[src/rtl/i2c_dec_pkg.sv]
package i2c_dec_pkg;
  typedef enum logic [2:0] {
    PH_IDLE    = 3'd0,
    PH_RX      = 3'd1,
    PH_ACK_OUT = 3'd2,
    PH_TX      = 3'd3,
    PH_ACK_IN  = 3'd4
  } phase_e;
endpackage

[src/rtl/i2c_line_sync.sv]
module i2c_line_sync #(
  parameter int LANES  = 2,
  parameter int STAGES = 2
) (
  input  logic             clk,
  input  logic             rst,
  input  logic [LANES-1:0] din,
  output logic [LANES-1:0] dout
);
  for (genvar g = 0; g < LANES; g++) begin : g_lane
    logic [STAGES-1:0] chain_q;
    always_ff @(posedge clk) begin
      if (rst) chain_q <= '1;
      else     chain_q <= {chain_q[STAGES-2:0], din[g]};
    end
    assign dout[g] = chain_q[STAGES-1];
  end
endmodule

[src/rtl/i2c_line_events.sv]
module i2c_line_events (
  input  logic clk,
  input  logic rst,
  input  logic scl_s,
  input  logic sda_s,
  input  logic hold,
  output logic scl_lvl,
  output logic sda_lvl,
  output logic scl_rise,
  output logic scl_fall,
  output logic sda_rise,
  output logic sda_fall
);
  logic last_scl_q, last_sda_q;
  logic scl_chg, sda_chg;

  // One event per cycle: the clock line wins, a data change waits a cycle.
  assign scl_chg = !hold && (scl_s != last_scl_q);
  assign sda_chg = !hold && !scl_chg && (sda_s != last_sda_q);

  assign scl_rise = scl_chg &&  scl_s;
  assign scl_fall = scl_chg && !scl_s;
  assign sda_rise = sda_chg &&  sda_s;
  assign sda_fall = sda_chg && !sda_s;
  assign scl_lvl  = last_scl_q;
  assign sda_lvl  = last_sda_q;

  always_ff @(posedge clk) begin
    if (rst) begin
      last_scl_q <= 1'b1;
      last_sda_q <= 1'b1;
    end else begin
      if (scl_chg) last_scl_q <= scl_s;
      if (sda_chg) last_sda_q <= sda_s;
    end
  end

  // a data change seen together with a clock change is deferred.
  a_r12_sda_deferred: assert property (@(posedge clk) disable iff (rst)
    (!hold && scl_s != last_scl_q && sda_s != last_sda_q) |=> (last_sda_q == $past(last_sda_q)));
endmodule

[src/rtl/i2c_bit_engine.sv]
module i2c_bit_engine
  import i2c_dec_pkg::*;
#(
  parameter int BYTE_W = 8,
  localparam int ADDR_W = BYTE_W - 1,
  localparam int CNT_W  = $clog2(BYTE_W + 1)
) (
  input  logic              clk,
  input  logic              rst,
  input  logic              scl_lvl,
  input  logic              sda_lvl,
  input  logic              scl_rise,
  input  logic              scl_fall,
  input  logic              sda_rise,
  input  logic              sda_fall,
  input  logic [BYTE_W-1:0] rd_data,
  output logic              hold,
  output logic              drv,
  output logic              start_stb,
  output logic [ADDR_W-1:0] addr,
  output logic              rnw,
  output logic              wr_stb,
  output logic [BYTE_W-1:0] wr_data,
  output logic              rd_req,
  output logic              nack_stb,
  output logic              end_stb
);
  localparam logic [CNT_W-1:0] LAST_BIT = CNT_W'(BYTE_W - 1);

  phase_e            phase_q;
  logic [CNT_W-1:0]  bit_q;
  logic [BYTE_W-1:0] shift_q;
  logic              addr_seen_q;
  logic              load_q;

  assign hold = load_q;

  always_ff @(posedge clk) begin
    if (rst) begin
      phase_q     <= PH_IDLE;
      bit_q       <= '0;
      shift_q     <= '0;
      addr_seen_q <= 1'b0;
      load_q      <= 1'b0;
      drv         <= 1'b1;
      start_stb   <= 1'b0;
      addr        <= '0;
      rnw         <= 1'b0;
      wr_stb      <= 1'b0;
      wr_data     <= '0;
      rd_req      <= 1'b0;
      nack_stb    <= 1'b0;
      end_stb     <= 1'b0;
    end else begin
      start_stb <= 1'b0;
      wr_stb    <= 1'b0;
      rd_req    <= 1'b0;
      nack_stb  <= 1'b0;
      end_stb   <= 1'b0;
      if (load_q) begin
        // Device byte captured one cycle after the request; MSB goes out now.
        load_q  <= 1'b0;
        drv     <= rd_data[BYTE_W-1];
        shift_q <= {rd_data[BYTE_W-2:0], 1'b0};
      end else if (sda_fall && scl_lvl) begin
        phase_q     <= PH_RX;
        bit_q       <= '0;
        addr_seen_q <= 1'b0;
        drv         <= 1'b1;
      end else if (sda_rise && scl_lvl) begin
        if (addr_seen_q) end_stb <= 1'b1;
        addr_seen_q <= 1'b0;
        phase_q     <= PH_IDLE;
        drv         <= 1'b1;
      end else if (scl_fall) begin
        drv <= 1'b1;
      end else if (scl_rise) begin
        unique case (phase_q)
          PH_IDLE: drv <= 1'b1;
          PH_RX: begin
            drv     <= 1'b1;
            shift_q <= {shift_q[BYTE_W-2:0], sda_lvl};
            if (bit_q == LAST_BIT) begin
              phase_q <= PH_ACK_OUT;
              bit_q   <= '0;
            end else begin
              bit_q <= bit_q + 1'b1;
            end
          end
          PH_ACK_OUT: begin
            drv   <= 1'b0;
            bit_q <= '0;
            if (!addr_seen_q) begin
              addr_seen_q <= 1'b1;
              addr        <= shift_q[BYTE_W-1:1];
              rnw         <= shift_q[0];
              start_stb   <= 1'b1;
              phase_q     <= shift_q[0] ? PH_TX : PH_RX;
            end else begin
              wr_data <= shift_q;
              wr_stb  <= 1'b1;
              phase_q <= rnw ? PH_TX : PH_RX;
            end
          end
          PH_TX: begin
            if (bit_q == '0) begin
              rd_req <= 1'b1;
              load_q <= 1'b1;
            end else begin
              drv     <= shift_q[BYTE_W-1];
              shift_q <= {shift_q[BYTE_W-2:0], 1'b0};
            end
            if (bit_q == LAST_BIT) begin
              phase_q <= PH_ACK_IN;
              bit_q   <= '0;
            end else begin
              bit_q <= bit_q + 1'b1;
            end
          end
          PH_ACK_IN: begin
            drv     <= 1'b1;
            if (sda_lvl) nack_stb <= 1'b1;
            phase_q <= PH_TX;
            bit_q   <= '0;
          end
          default: phase_q <= PH_IDLE;
        endcase
      end
    end
  end

  // strobes last one cycle.
  a_r11_start_pulse: assert property (@(posedge clk) disable iff (rst) start_stb |=> !start_stb);
  a_r11_wr_pulse:    assert property (@(posedge clk) disable iff (rst) wr_stb |=> !wr_stb);
  a_r11_req_pulse:   assert property (@(posedge clk) disable iff (rst) rd_req |=> !rd_req);
  a_r11_nack_pulse:  assert property (@(posedge clk) disable iff (rst) nack_stb |=> !nack_stb);
  a_r11_end_pulse:   assert property (@(posedge clk) disable iff (rst) end_stb |=> !end_stb);
  // the requested byte is taken on the following cycle.
  a_r7_load_follows: assert property (@(posedge clk) disable iff (rst) rd_req |=> !load_q);
  // a transfer end leaves the machine idle with no address held.
  a_r9_end_idle: assert property (@(posedge clk) disable iff (rst)
    end_stb |-> (phase_q == PH_IDLE && !addr_seen_q));
  // a transfer start marks the address as captured.
  a_r4_start_seen: assert property (@(posedge clk) disable iff (rst) start_stb |-> addr_seen_q);
  // a falling clock edge releases the drive.
  a_r10_release: assert property (@(posedge clk) disable iff (rst)
    (scl_fall && !load_q) |=> drv);
endmodule

[src/rtl/i2c_target_decoder.sv]
module i2c_target_decoder #(
  parameter int BYTE_W      = 8,
  parameter int SYNC_STAGES = 2,
  localparam int ADDR_W     = BYTE_W - 1
) (
  input  logic              clk,
  input  logic              rst,
  input  logic              scl_in,
  input  logic              sda_in,
  input  logic [BYTE_W-1:0] rd_data,
  output logic              sda_out,
  output logic              start_stb,
  output logic [ADDR_W-1:0] addr,
  output logic              rnw,
  output logic              wr_stb,
  output logic [BYTE_W-1:0] wr_data,
  output logic              rd_req,
  output logic              nack_stb,
  output logic              end_stb
);
  logic [1:0] lines_s;
  logic scl_lvl, sda_lvl, scl_rise, scl_fall, sda_rise, sda_fall;
  logic hold, drv;

  i2c_line_sync #(.LANES(2), .STAGES(SYNC_STAGES)) u_sync (
    .clk (clk), .rst (rst), .din ({sda_in, scl_in}), .dout (lines_s)
  );

  i2c_line_events u_events (
    .clk (clk), .rst (rst), .scl_s (lines_s[0]), .sda_s (lines_s[1]), .hold (hold),
    .scl_lvl (scl_lvl), .sda_lvl (sda_lvl), .scl_rise (scl_rise), .scl_fall (scl_fall),
    .sda_rise (sda_rise), .sda_fall (sda_fall)
  );

  i2c_bit_engine #(.BYTE_W(BYTE_W)) u_engine (
    .clk (clk), .rst (rst), .scl_lvl (scl_lvl), .sda_lvl (sda_lvl),
    .scl_rise (scl_rise), .scl_fall (scl_fall), .sda_rise (sda_rise), .sda_fall (sda_fall),
    .rd_data (rd_data), .hold (hold), .drv (drv),
    .start_stb (start_stb), .addr (addr), .rnw (rnw), .wr_stb (wr_stb), .wr_data (wr_data),
    .rd_req (rd_req), .nack_stb (nack_stb), .end_stb (end_stb)
  );

  // Wired-AND of two registered levels.
  assign sda_out = drv & sda_lvl;

  // reset leaves the line released.
  a_r1_released: assert property (@(posedge clk) $past(rst) |-> sda_out);
endmodule

[config.mk]
export PLATFORM = sky130hd
export DESIGN_NAME = i2c_target_decoder
export DESIGN_NICKNAME = d
export VERILOG_FILES = /design/src/rtl/i2c_dec_pkg.sv /design/src/rtl/i2c_line_sync.sv /design/src/rtl/i2c_line_events.sv /design/src/rtl/i2c_bit_engine.sv /design/src/rtl/i2c_target_decoder.sv
export SDC_FILE = /design/constraint.sdc
export NUM_CORES = 1
export LEC_CHECK = 0
export ABC_AREA = 0
export BUFFER_PORTS_ARGS = -buffer_cell sky130_fd_sc_hd__buf_4
export CORE_MARGIN = 5
export CORE_UTILIZATION = 55
export DETAILED_ROUTE_END_ITERATION = 10
export GPL_TIMING_DRIVEN = 0
export PLACE_DENSITY_LB_ADDON = 0.2
export SYNTH_ARGS = -nofsm -noshare
export SYNTH_HDL_FRONTEND = slang
export SYNTH_SLANG_ARGS = --single-unit
[constraint.sdc]
create_clock -name clk -period 1.8 [get_ports clk]
set_input_delay 0 -clock clk [delete_from_list [all_inputs] [get_ports clk]]
set_output_delay 0 -clock clk [all_outputs]
set_load 0.005 [all_outputs]
==> results of run 1 <==
==> critical path, cell delays in order, from the launching register on <==
cell	delay, ns
dfxtp_2	0.36
inv_1	0.07
ha_1	0.14
and4bb_4	0.29
o21ai_0	0.09
a221o_1	0.33
a221o_1	0.33
==> registers in the layout, summed over array words and instances (netlist names) <==
signal	cells
u_events.scl_lvl	1
u_engine.end_stb	1
u_engine.nack_stb	1
u_engine.phase_q	3
u_engine.rnw	1
u_engine.drv	1
u_engine.start_stb	1
u_engine.addr_seen_q	1
u_engine.wr_data	8
u_engine.rd_req	1
u_engine.shift_q	8
u_sync.g_lane.chain_q	4
u_engine.bit_q	4
u_engine.wr_stb	1
u_engine.addr	7
u_events.sda_lvl	1
==> Yosys cell counts (3+ instances only) <==
library cell  count  area (sq um)
mux2i_1          23           230
buf_2             3          15.0
xnor2_1           4          35.0
o21ai_0           6          30.0
inv_1             5          18.8
dfxtp_1          44           881
nand3b_1          3          22.5
a211oi_1          9          67.6
nand2b_1          3          18.8
nand3_1           6          30.0
nor2_2            8          50.1
nor2b_1           3          18.8
nand2_1           9          33.8
nor3_1            4          20.0
clkbuf_1         10          37.5
or3_1             3          18.8
a21oi_1           8          40.0
or2_2             5          31.3
nor2_1           26          97.6
==> area by class of cell <==
class | count | area, sq um
fill | 290 | 1060
multi-input combinational | 150 | 1040
sequential | 44 | 885
timing repair buffer | 46 | 383
buffer | 13 | 65.1
tap | 48 | 60.1
clock buffer | 7 | 55.1
inverter | 5 | 18.8
clock inverter | 1 | 7.51
==> layout by cell type, fill, tap and decap left out, types with 8 or more instances in the layout <==
| cell | synthesis | final |
|---|---|---|
| dlygate4sd3_1 | 0 | 10 |
| clkbuf_1 | 10 | 8 |
| a21oi_1 | 8 | 8 |
| mux2i_1 | 23 | 23 |
| nor2_1 | 26 | 26 |
| nor2_2 | 8 | 8 |
| dfxtp_1 | 44 | 41 |
| buf_4 | 0 | 36 |
| a211oi_1 | 9 | 9 |
| nand2_1 | 9 | 9 |
==> repair_timing <==
action | 4_1_cts | 5_1_grt
cloned | 0 | 0
setup endpoints to repair | 18 | 21
resized for setup | 2 | 8
hold endpoints to repair | 10 | 0
hold buffers | 10 | 0
setup buffers | 3 | 1
pin swaps | 3 | 1
==> cells by family (layout without fill, tap and decap cells) <==
family / after synthesis / count (layout) / synth area share
buf+inv: 19 / 72 / 0.0413
flops: 44 / 44 / 0.440
xor+xnor: 4 / 4 / 0.0175
fa+ha+maj: 2 / 2 / 0.0125
compound gates: 35 / 35 / 0.119
mux: 24 / 24 / 0.121
simple gates: 85 / 85 / 0.249
==> routing by layer <==
metal | part of all wire | track usage | vias to the layer above | routed length [microns]
met2 | 0.48 | 0.325 | 51 | 2270
li1 | - | - | 858 | -
met3 | 0.055 | 0.0590 | 8 | 260
met4 | 0.016 | 0.0702 | 0 | 74
met1 | 0.45 | 0.250 | 811 | 2130
met5 | 0 | 0 | - | 0
==> through the flow <==
| stage | area [sq um] | setup TNS [ns] | worst slack, ns | utilization | cells |
|---|---|---|---|---|---|
| final | 2520 | 0 | 0.0954 | 0.704 | 314 |
| after detailed placement | 2300 | -1.19 | -0.126 | 0.643 | 293 |
| after global routing | 2520 | 0 | 0.00830 | 0.704 | 314 |
| after floorplan | 2000 | 0 | 0.105 | - | 213 |
| after CTS | 2500 | 0 | 0.00505 | 0.699 | 314 |
| after global placement | 2300 | -0.748 | -0.0936 | 0.643 | 293 |
==> worst paths after layout <==
| kind | cells after the start | endpoint |
|---|---|---|
| worst max-delay path | 6 | u_engine.drv |
| worst min register to register | 1 | u_sync.g_lane[0].chain_q[1] |
| worst min-delay path | 2 | u_events.sda_lvl |
| worst max register to register | 6 | u_engine.drv |
==> report_power, final <==
group,switching [mW],internal (mW),total (mW)
clock,0.325,0.191,0.517
sequential,0.00889,0.985,0.994
combinational,0.0659,0.0660,0.132
total,0.400,1.24,1.64
==> results.md, run 1 <==
### Status
• **result of the run** completed

### Logic synthesis
• **Post-Synthesis Mean Instance Area** 9.39 sq um
• **Synth cell types** 44
• **async set-or-reset flop fraction in the synthesized netlist** 0
• **portion of the post-synthesis area used by sequential elements** 0.440
• **Post-synth EDFFs** 0
• **Post-synth top flop** dfxtp_1
• **net count of the mapped netlist** 227
• **number of cells produced by synthesis** 213
• **area of the mapped netlist** 2000 sq um
• **synthesis-stage register bit count** 44
• **Synth Warn #** 0

### Timing
• **Worst Skew** 0.00738 ns
• **min Tclk post-route** 1.70 ns
• **actual slew at the worst max-slew pin** 0.567 ns
• **setup repair after global routing missed its margin** false
• **endpoints failing hold** 0
• **Slew Limit Headroom** 0.622
• **top achievable clock speed** 0.587 GHz
• **worst-case hold slack** 0.0626 ns
• **portion of the clock cycle consumed by the worst path in the final layout** 0.947
• **Final setup viols** 0
• **max-slew violations** 0

### Layout
• **net count reported at finish** 279
• **diode insertion count for antenna repair** 0
• **fraction of final layout cells with drive strength greater than 1** 0.274
• **Synth-to-Final Area Change** 25.9%

### Clock tree
• **maximum buffer depth of the clock tree** 2
• **H-tree depth** 2
• **clock-pin slew of the registers on the worst-case setup and hold paths** 0.13 ns
• **clock latency on the worst-skew pair** 0.37 ns
• **TritonCTS clock tree** yes
• **clock tree root driver cell** clkbuf_4
• **Sink Count** 44
• **Num CTS Buffers** 5

### Worst setup path
• **Setup crit start kind** flop
• **worst setup path start** u_engine.bit_q[1]
• **CP required** 2.07 ns
• **worst setup path category** flop to flop
• **endpoint type of the worst setup path** flop
• **crit-path max FO** 5
• **data arrival time of the critical path** 1.98 ns
• **Critical R2R Launch** u_engine.bit_q[1]
• **flop2flop setup slack** 0.1 ns

### Detailed routing
• **iteration count of the initial detailed-routing pass** 4
• **number of vias in the routed layout** 1728
• **Routed WL** 4740 microns
• **detailed router's first-iteration violation count** 192
• **Vias per Instance** 5.50
• **detail-routed net length per standard cell** 15.1 microns
• **antenna-violating nets left** 0
• **remaining routing DRC violations** 0

### Worst hold path
• **Hold Path Class** input pin to flop
• **worst hold start** rst

### Power and ir drop
• **peak supply drop** 0.589 mV
• **Total Power** 1.64 mW
• **power density over the cells** 652 nW/um^2
• **leak pwr** 0.964 nW

### Floorplan
• **I/O pins** 34
• **standard-cell rows** 22
• **core region area** 3580 sq um
• **Initial Util** 0.559
• **width of the chip** 70.3 microns
• **die height** 70.3 microns
• **die area** 4940 sq um

### Placement
• **Placer Congestion** 0.911
• **half-perimeter wire length after placement** 3160 microns
• **Port-buffer cells** 32

### GRT
• **number of antenna violations at the first check in global routing** 0
• **vias in the first global route** 1673
• **Overflow after GRT** 0
• **wire length of the first global-routing pass** 7940 microns
• **pin count of the biggest net entering global routing** 14
• **aggregate global-route resource usage** 0.200

### Run
• **max-capacitance violation count** 0

No activity file was read; power rests on OpenSTA's default activity.
==> inputs of run 2 (changes only) <==
--- a/config.mk
+++ b/config.mk
@@ -11,7 +11,8 @@
 export CORE_UTILIZATION = 55
 export DETAILED_ROUTE_END_ITERATION = 10
 export GPL_TIMING_DRIVEN = 0
-export PLACE_DENSITY_LB_ADDON = 0.2
+export PLACE_DENSITY_LB_ADDON = 0.05
+export SKIP_LAST_GASP = 1
 export SYNTH_ARGS = -nofsm -noshare
 export SYNTH_HDL_FRONTEND = slang
 export SYNTH_SLANG_ARGS = --single-unit
==> constraint.sdc (replaced) <==
create_clock -name clk -period 1.7 [get_ports clk]
set_input_delay 0 -clock clk [delete_from_list [all_inputs] [get_ports clk]]
set_output_delay 0 -clock clk [all_outputs]
set_load 0.005 [all_outputs]
==> run 2 against run 1 <==
Net effect: critical path depth decreased by 1; total power increased by 5.4%; die area is the same; cell count up 0.64%; critical path type unchanged.
==> results.md, run 2 (synthesized netlist as in run 1, its figures left out) <==
### Layout
• **leading cell type in the layout, fill and taps excluded** buf_4
• **filler cell count** 289
• **fraction of final layout cells with drive strength greater than 1** 0.332
• **Largest regs** u_engine.shift_q: 8 flops, u_engine.wr_data: 8 flops, u_engine.addr: 7 flops
• **net count reported at finish** 281
• **final cell utilization of the core** 0.727
• **commonest cells after routing, fill and taps aside** buf_4 (38), dfxtp_1 (37), nor2_1 (26), mux2i_1 (21), dlygate4sd3_1 (10)
• **Synth-to-Final Area Change** 30.0%
• **diode insertion count for antenna repair** 0

### Timing
• **Slew Limit Headroom** 0.603
• **sum of negative setup slack** 0 ns
• **top achievable clock speed** 0.602 GHz
• **min Tclk post-route** 1.66 ns
• **actual slew at the worst max-slew pin** 0.595 ns
• **Final setup viols** 0
• **Worst Skew** 0.00547 ns
• **least setup slack across all paths after layout** 0.0392 ns
• **setup repair after global routing missed its margin** true
• **portion of the clock cycle consumed by the worst path in the final layout** 0.977
• **worst-case hold slack** 0.0468 ns
• **endpoints failing hold** 0
• **max-slew violations** 0

### Worst setup path
• **worst-case reg-to-reg path depth** 5
• **Setup crit start kind** flop
• **worst setup path start** u_engine.rd_req
• **Buf/Inv on CP** 2
• **worst setup path category** flop to flop
• **data arrival time of the critical path** 1.89 ns
• **Critical R2R Launch** u_engine.rd_req
• **Slowest cell on crit path** or3b_4
• **sequence of cells on the critical path** buf_6, or3b_4, buf_4, o41ai_2, a211oi_1
• **CP required** 1.93 ns
• **count of cell instances traversed by the critical path** 5
• **endpoint type of the worst setup path** flop
• **peak per-stage delay on the critical path** 0.40 ns
• **crit-path max FO** 10
• **delay-heaviest family, CP** compound AO/OA/AOI/OAI gates

### Detailed routing
• **Routed WL** 4730 microns
• **detail-routed net length per standard cell** 15.0 microns
• **antenna-violating nets left** 0
• **iteration count of the initial detailed-routing pass** 4
• **number of vias in the routed layout** 1756
• **Vias per Instance** 5.56
• **remaining routing DRC violations** 0
• **detailed router's first-iteration violation count** 192

### Clock tree
• **Num CTS Buffers** 5
• **H-tree depth** 2
• **maximum buffer depth of the clock tree** 2
• **clock-pin slew of the registers on the worst-case setup and hold paths** 0.13 ns
• **clock latency on the worst-skew pair** 0.35 ns
• **Sink Count** 44
• **TritonCTS clock tree** yes
• **clock tree root driver cell** clkbuf_4

### Worst hold path
• **Hold Path Class** input pin to flop
• **cell count of the worst hold path** 2
• **worst hold start** rst

### GRT
• **aggregate global-route resource usage** 0.200
• **number of antenna violations at the first check in global routing** 0
• **pin count of the biggest net entering global routing** 14
• **vias in the first global route** 1699
• **wire length of the first global-routing pass** 8030 microns
• **Overflow after GRT** 0

### Floorplan
• **I/O pins** 34
• **standard-cell rows** 22
• **die height** 70.3 microns
• **Initial Util** 0.559
• **core region area** 3580 sq um
• **die area** 4940 sq um
• **width of the chip** 70.3 microns

### Placement
• **worst setup slack before clock tree synthesis** -0.255 ns
• **Port-buffer cells** 32
• **Placer Congestion** 0.900
• **half-perimeter wire length after placement** 3100 microns

### Power and ir drop
• **peak supply drop** 0.663 mV
• **power density over the cells** 666 nW/um^2
• **leak pwr** 0.994 nW

### Status
• **result of the run** completed

### Run
• **max-capacitance violation count** 0

[run 2: timing repair]
action	4_1_cts	5_1_grt
endpoints found under the hold margin	10	0
pin swaps	4	3
setup endpoints to repair	23	24
hold buffers	10	0
resized for setup	10	17
buffers inserted	4	3
[run 2: area by class of cell]
cell class,instances,area (sq um),share of cell area
Clock inverter,1,7.51,0.00289
Sequential cell,44,895,0.344
Multi-Input combinational cell,150,1080,0.416
Clock buffer,7,55.1,0.0212
Buffer,12,61.3,0.0236
Tap cell,48,60.1,0.0231
Inverter,5,21.3,0.00818
Timing Repair Buffer,49,418,0.161
[run 2: worst register-to-register path, cell delays in order, from the launching register on]
cell,delay [ns]
dfxtp_2,0.37
buf_6,0.14
or3b_4,0.41
buf_4,0.19
o41ai_2,0.31
a211oi_1,0.11
[run 2: path summary, 6_finish.rpt]
path                                                     to  slack, ns
worst max-delay path                    u_engine.shift_q[0]       0.04
worst min-delay path                       u_events.sda_lvl       0.05
worst max register to register          u_engine.shift_q[0]       0.04
worst min register to register  u_sync.g_lane[1].chain_q[1]       0.42
[run 2: metrics by stage]
stage          total power, mW  instance area [sq um]  std cells
6_report                  1.73                   2600        316
5_1_grt                   1.81                   2600        316
4_1_cts                   1.74                   2540        314
3_5_place_dp              1.19                   2300        293
3_3_place_gp              1.19                   2300        293
2_1_floorplan             1.15                   2000        213
[run 2: power by group]
part           internal, mW  switching (mW)  leakage, nW
clock                 0.203           0.334       0.0315
combinational        0.0710          0.0715        0.604
sequential             1.04          0.0115        0.358
[run 2: metal layers]
layer	vias up	part of all wire	global-route usage
met2	57	0.48	0.321
met3	7	0.066	0.0547
li1	861	-	-
met1	831	0.44	0.261
met4	0	0.015	0.0574
met5	-	0	0
